File: src/rtl/fp_ld_pkg.sv
package fp_ld_pkg;
   typedef enum logic [1:0] {
      KIND_SGL_WIDEN = 2'd0,
      KIND_DBL_PASS  = 2'd1,
      KIND_WORD_SEXT = 2'd2,
      KIND_WORD_ZEXT = 2'd3
   } ld_kind_e;
endpackage

File: src/rtl/fp_ld_lzc.sv
module fp_ld_lzc #(
   parameter int W  = 23,
   localparam int CW = $clog2(W + 1)
) (
   input  logic [W-1:0]  vec,
   output logic [CW-1:0] cnt
);
   generate
      if (W < 2) begin : g_bad_w
         $error("fp_ld_lzc: W must be at least 2");
      end
   endgenerate

   always_comb begin
      logic found;
      found = 1'b0;
      cnt   = CW'(W);
      for (int i = W - 1; i >= 0; i--) begin
         if (!found && vec[i]) begin
            cnt   = CW'(W - 1 - i);
            found = 1'b1;
         end
      end
   end
endmodule

File: src/rtl/fp_ld_widen.sv
module fp_ld_widen #(
   parameter int SE = 8,
   parameter int SM = 23,
   parameter int DE = 11,
   parameter int DM = 52,
   localparam int SW = 1 + SE + SM,
   localparam int DW = 1 + DE + DM
) (
   input  logic [SW-1:0] sgl,
   output logic [DW-1:0] dbl
);
   localparam int BIAS_S = (1 << (SE - 1)) - 1;
   localparam int BIAS_D = (1 << (DE - 1)) - 1;
   localparam int REBIAS = BIAS_D - BIAS_S;
   localparam int PADW   = DM - SM;
   localparam int LZW    = $clog2(SM + 1);

   generate
      if (DE <= SE || DM <= SM) begin : g_bad_fmt
         $error("fp_ld_widen: double format must be wider than single");
      end
   endgenerate

   logic          sgn;
   logic [SE-1:0] exp_s;
   logic [SM-1:0] frac_s;
   logic [LZW-1:0] lz;
   logic [SM-1:0] frac_norm;

   assign sgn    = sgl[SW-1];
   assign exp_s  = sgl[SE+SM-1:SM];
   assign frac_s = sgl[SM-1:0];

   fp_ld_lzc #(.W(SM)) u_lzc (
      .vec (frac_s),
      .cnt (lz)
   );

   // drop the leading one of a denormal fraction
   assign frac_norm = SM'({frac_s, 1'b0} << lz);

   always_comb begin
      if (exp_s == '0 && frac_s == '0) begin
         dbl = {sgn, {(DW-1){1'b0}}};
      end else if (exp_s == '1) begin
         dbl = {sgn, {DE{1'b1}}, frac_s, {PADW{1'b0}}};
      end else if (exp_s == '0) begin
         dbl = {sgn, DE'(REBIAS) - DE'(lz), frac_norm, {PADW{1'b0}}};
      end else begin
         dbl = {sgn, DE'(exp_s) + DE'(REBIAS), frac_s, {PADW{1'b0}}};
      end
   end
endmodule

File: src/rtl/fp_ld_extend.sv
module fp_ld_extend #(
   parameter int WW = 32,
   parameter int RW = 64
) (
   input  logic [WW-1:0] word,
   input  logic          fill_sign,
   output logic [RW-1:0] ext
);
   generate
      if (RW <= WW) begin : g_bad_w
         $error("fp_ld_extend: result must be wider than word");
      end
   endgenerate

   logic fill_bit;
   assign fill_bit = fill_sign & word[WW-1];
   assign ext      = {{(RW-WW){fill_bit}}, word};
endmodule

File: src/rtl/fp_load_fmt.sv
module fp_load_fmt #(
   parameter int SGL_EXP_W = 8,
   parameter int SGL_MAN_W = 23,
   parameter int DBL_EXP_W = 11,
   parameter int DBL_MAN_W = 52,
   localparam int WORD_W = 1 + SGL_EXP_W + SGL_MAN_W,
   localparam int DATA_W = 1 + DBL_EXP_W + DBL_MAN_W
) (
   input  logic              clk,
   input  logic              rst,
   input  logic              in_vld,
   input  logic [1:0]        in_kind,
   input  logic [DATA_W-1:0] in_data,
   output logic              out_vld,
   output logic [DATA_W-1:0] out_data
);
   import fp_ld_pkg::*;

   generate
      if (DATA_W != 2 * WORD_W) begin : g_bad_ratio
         $error("fp_load_fmt: register must be twice the word width");
      end
   endgenerate

   ld_kind_e          kind;
   logic [DATA_W-1:0] widened;
   logic [DATA_W-1:0] extended;
   logic [DATA_W-1:0] nxt;

   assign kind = ld_kind_e'(in_kind);

   fp_ld_widen #(
      .SE (SGL_EXP_W), .SM (SGL_MAN_W),
      .DE (DBL_EXP_W), .DM (DBL_MAN_W)
   ) u_widen (
      .sgl (in_data[WORD_W-1:0]),
      .dbl (widened)
   );

   fp_ld_extend #(.WW(WORD_W), .RW(DATA_W)) u_ext (
      .word      (in_data[WORD_W-1:0]),
      .fill_sign (kind == KIND_WORD_SEXT),
      .ext       (extended)
   );

   always_comb begin
      unique case (kind)
         KIND_SGL_WIDEN: nxt = widened;
         KIND_DBL_PASS:  nxt = in_data;
         default:        nxt = extended;
      endcase
   end

   always_ff @(posedge clk) begin
      if (rst) begin
         out_vld  <= 1'b0;
         out_data <= '0;
      end else begin
         out_vld <= in_vld;
         if (in_vld) out_data <= nxt;
      end
   end

   // valid tracks input valid one cycle later
   p_vld_follow_r9: assert property (@(posedge clk) disable iff (rst)
      in_vld |=> out_vld);
   p_vld_idle_r9: assert property (@(posedge clk) disable iff (rst)
      !in_vld |=> !out_vld);
   // data holds without a valid input
   p_hold_r10: assert property (@(posedge clk) disable iff (rst)
      !in_vld |=> $stable(out_data));
   // doubleword passes unchanged
   p_pass_r6: assert property (@(posedge clk) disable iff (rst)
      (in_vld && in_kind == 2'd1) |=> out_data == $past(in_data));
   // zero-extend clears upper half
   p_zext_r8: assert property (@(posedge clk) disable iff (rst)
      (in_vld && in_kind == 2'd3) |=> out_data[DATA_W-1:WORD_W] == '0);
   // sign-extend fills upper half with word sign
   p_sext_r7: assert property (@(posedge clk) disable iff (rst)
      (in_vld && in_kind == 2'd2) |=>
         out_data[DATA_W-1:WORD_W] == {WORD_W{$past(in_data[WORD_W-1])}});
   // all-ones single exponent gives all-ones double exponent
   p_special_r5: assert property (@(posedge clk) disable iff (rst)
      (in_vld && in_kind == 2'd0 && in_data[WORD_W-2:SGL_MAN_W] == '1) |=>
         out_data[DATA_W-2:DBL_MAN_W] == '1);
   // widened value keeps its sign
   p_sign_r2: assert property (@(posedge clk) disable iff (rst)
      (in_vld && in_kind == 2'd0) |=>
         out_data[DATA_W-1] == $past(in_data[WORD_W-1]));
endmodule

File: config.mk
export PLATFORM = sky130hd
export DESIGN_NAME = fp_load_fmt
export DESIGN_NICKNAME = d
export VERILOG_FILES = /design/src/rtl/fp_ld_pkg.sv /design/src/rtl/fp_ld_lzc.sv /design/src/rtl/fp_ld_widen.sv /design/src/rtl/fp_ld_extend.sv /design/src/rtl/fp_load_fmt.sv
export SDC_FILE = /design/constraint.sdc
export NUM_CORES = 1
export LEC_CHECK = 0
export BUFFER_PORTS_ARGS = -buffer_cell sky130_fd_sc_hd__buf_2
export CORE_MARGIN = 10
export CORE_UTILIZATION = 30
export DETAILED_ROUTE_END_ITERATION = 16
export SYNTH_ARGS = -nofsm -noshare
export SYNTH_HDL_FRONTEND = slang
export SYNTH_SLANG_ARGS = --single-unit
File: constraint.sdc
create_clock -name clk -period 5 [get_ports clk]
set_input_delay 0.5 -clock clk [delete_from_list [all_inputs] [get_ports clk]]
set_output_delay 0.5 -clock clk [all_outputs]
set_load 0.1 [all_outputs]
==> results.toml <==
[global_routing]
grt_pass1_wl_um = 32500
grt_max_degree = 99
antenna_found_initial = 2
track_usage_pct = 18.8
grt_overflow = 0
grt_pass1_vias = 5473

[synthesis]
yosys.area.top_type = "dfxtp_1"
syn-cell-area_um2 = 4810
ys_types = 75
ys_warn_count = 0
syn_avg_cell_area_um2 = 7.33
yosysTopAreaCellShare_pct = 27.1
yosysMostFrequentCell = "nor2_1"
ys_top_cells_by_count = "nor2_1 (72), a21oi_1 (68), dfxtp_1 (65), clkbuf_1 (46), nand3_1 (40)"
synth-edff-count = 0
synth_nets = 726
ys_seq_elements = 65
synth.yosys.seq_area_share_pct = 27.1
synthTopCellsByArea = "dfxtp_1 (27%), a21oi_1 (7.1%), nor2_1 (5.6%), a211oi_1 (5.2%), nand3_1 (4.2%)"
synth_flop_cell = "dfxtp_1"
synthArstFlopShare_pct = 0
syn_inst = 656

[power]
vdd.ir_drop.worst_v = 0.000163
pwr-share-comb_pct = 33.0
swShare_pct = 39.5
power.internal_mw = 1.14
clockPowerShare_pct = 36.9
power_mw = 1.89
p_sw_mw = 0.745
p_per_area_nw_per_um2 = 322
p_seq_share_pct = 30.1
total_leakage_power_nw = 2.36

[clock_tree]
postCtsHoldBufs = 0
clk_latency_ns = 0.34
cts_htree_levels = 3
numClockSinks = 65
cts_tree = "yes"
cts.clk_slew.worst_paths_ns = 0.05
clockBufferDepth = 2
postCtsSetupBuffers = 0
cts.repair.resized = 0
cts-root-buf = "clkbuf_16"
cts_buffers = 9

[place]
gp_congestion = 1.03
dp_cells = 951
hpwlAfterDp_um = 15700
port_buffers = 133
place_area_um2 = 5550

[setup_path]
reg2reg_setup_slack_ns = 3.77
reg2regPathDepth = 4
r2r-start = "out_data[48]"
cp.required_ns = 5.24
critPathSlowestCell = "nor4_4"
critPathBufInv = 4
critPathMaxFanout = 21
path_class = "in -> reg"
reg2reg_to = "out_data[48]"
crit_family = "compound AO/OA/AOI/OAI gates"
path_cells = "buf_2, nor4_4, o2111ai_1, a21boi_0, a211oi_2, buf_4, inv_2, buf_4, a21o_1, a32oi_1, o311a_1, a221oi_1"
crit_path_end_kind = "flip-flop"
arrival_ns = 3.68
cpPeakStageDelay_ns = 0.55
cp-start-kind = "primary input"
worst_path_most_repeated_cell = "buf_4"

[run]
maxCapViolCount = 0

[timing]
finalMaxSlewViolations = 0
fin_worst_skew_ns = 0
setup_tns_ns = 0
hold_viol_final = 0
fin_hold_ws_ns = 0.401
fin_crit_sh_pct = 68.9
maxSlewHeadroom_pct = 38.6
min_period_ns = 3.45
tightest_slew_ns = 0.921
rsz0062_at_grt = "false"
setup_viol = 0
fmax_ghz = 0.290

[floorplan]
start_util_pct = 30.5
die-area_um2 = 21500
rows = 46
die_w_um = 147
dieHeight_um = 147
core_area_um2 = 15800
ios = 134

[min_path]
hp-class = "in -> reg"
min_from = "in_data[61]"
whs_path_depth = 3
hold_path_end = "out_data[61]"

[run_status]
status = "complete, no violations"

[route]
drcViolationCount = 0
drtIter0Drc = 603
vias = 5726
drt_first_pass_iters = 6
post_drt_wl_per_cell_um = 22.0
drt-vias-per-instance = 5.92
ant_nets = 0
wirelength_um = 21300

[layout]
drive_above_1_share_pct = 24.8
fin_area_um2 = 5860
fin_nets = 816
fin_cells = 967
syn_to_final_growth_pct = 21.9
==> logic make-up after synthesis <==
family	count (synthesis)	share of synthesized area (%)
AO/OA/AOI/OAI	261	38.1
XOR/XNOR	1	0.182
flip-flops	65	27.1
adder cells (fa/ha/maj)	1	0.260
multiplexers	6	1.25
AND/OR/NAND/NOR	245	25.9
buffers and inverters	77	7.21
==> power groups by stage <==
stage                     combinational, mW  clock [mW]  sequential, mW
final                                 0.623       0.696           0.567
after global routing                  0.655       0.723           0.571
after CTS                             0.615       0.703           0.567
after detailed placement              0.613           0           0.578
after global placement                0.618           0           0.577
after floorplan                       0.236           0           0.812
==> per-stage QoR <==
stage	util [%]	setup slack, ns
after CTS	37.1	1.63
after global routing	37.2	1.33
after global placement	35.2	1.29
after detailed placement	35.2	1.26
final	37.2	1.55
after floorplan	-	1.85
==> sequential cells by signal (all words and copies together), names as in the netlist <==
| signal | count |
|---|---|
| out_data | 64 |
| out_vld | 1 |
==> cell type report <==
class / instances / area, um^2
Sequential cell: 65 / 1300
Tap cell: 216 / 270
Timing Repair Buffer: 146 / 763
Fill cell: 1749 / 9910
Antenna cell: 1 / 2.50
Clock inverter: 3 / 65.1
Multi-Input combinational cell: 514 / 3170
Inverter: 10 / 42.5
Clock buffer: 12 / 246
==> cell usage in the layout (no fill, tap or decap), types with 3 or more instances in the layout <==
| cell | instances |
|---|---|
| nor4_1 | 11 |
| a22oi_1 | 4 |
| nor3_1 | 15 |
| nand2b_1 | 30 |
| buf_4 | 13 |
| o21ai_0 | 31 |
| o211ai_1 | 7 |
| nand4_1 | 4 |
| o31a_1 | 7 |
| a21oi_1 | 68 |
| buf_2 | 133 |
| o221ai_1 | 3 |
| nor2_1 | 72 |
| nand2_1 | 37 |
| clkbuf_16 | 9 |
| a221o_1 | 7 |
| o21bai_1 | 6 |
| a211oi_2 | 3 |
| nor2b_1 | 7 |
| a221oi_1 | 14 |
| o2111ai_1 | 3 |
| o22ai_1 | 4 |
| o311a_1 | 3 |
| mux2i_1 | 6 |
| o21a_1 | 4 |
| a32oi_1 | 3 |
| a21o_1 | 4 |
| a31oi_1 | 14 |
| dfxtp_1 | 65 |
| o21ai_1 | 6 |
| and3_1 | 5 |
| nor3_2 | 3 |
| a21boi_0 | 4 |
| inv_1 | 8 |
| o31ai_1 | 5 |
| nand3_1 | 40 |
| a211oi_1 | 32 |
| or3_1 | 5 |
| and2_1 | 4 |
| a211o_1 | 5 |
==> worst register-to-register path: stages, from the launching register on <==
cell and delay, ns:
dfxtp_1 0.32, nor2_1 0.05, or3_1 0.31, a2111o_1 0.36, o21ai_1 0.12
==> how the worst max path moves through the flow <==
stage | start | to | slack, ns | cells after the start
5_1_grt | in_data[19] | out_data[44] | 1.33 | 12
6_report | in_data[19] | out_data[44] | 1.55 | 12
2_1_floorplan | in_data[19] | out_data[53] | 1.85 | 14
4_1_cts | in_data[19] | out_data[44] | 1.63 | 12
3_3_place_gp | in_data[19] | out_data[44] | 1.29 | 12
3_5_place_dp | in_data[19] | out_data[44] | 1.26 | 12
==> layer usage <==
layer | global-route usage (%) | up-vias | wire length [um]
li1 | - | 2655 | -
met4 | 6.86 | 0 | 599
met5 | 0 | - | 0
met3 | 4.79 | 55 | 2020
met2 | 27.0 | 363 | 9020
met1 | 26.2 | 2653 | 9680
(Power assumes the default switching activity.)
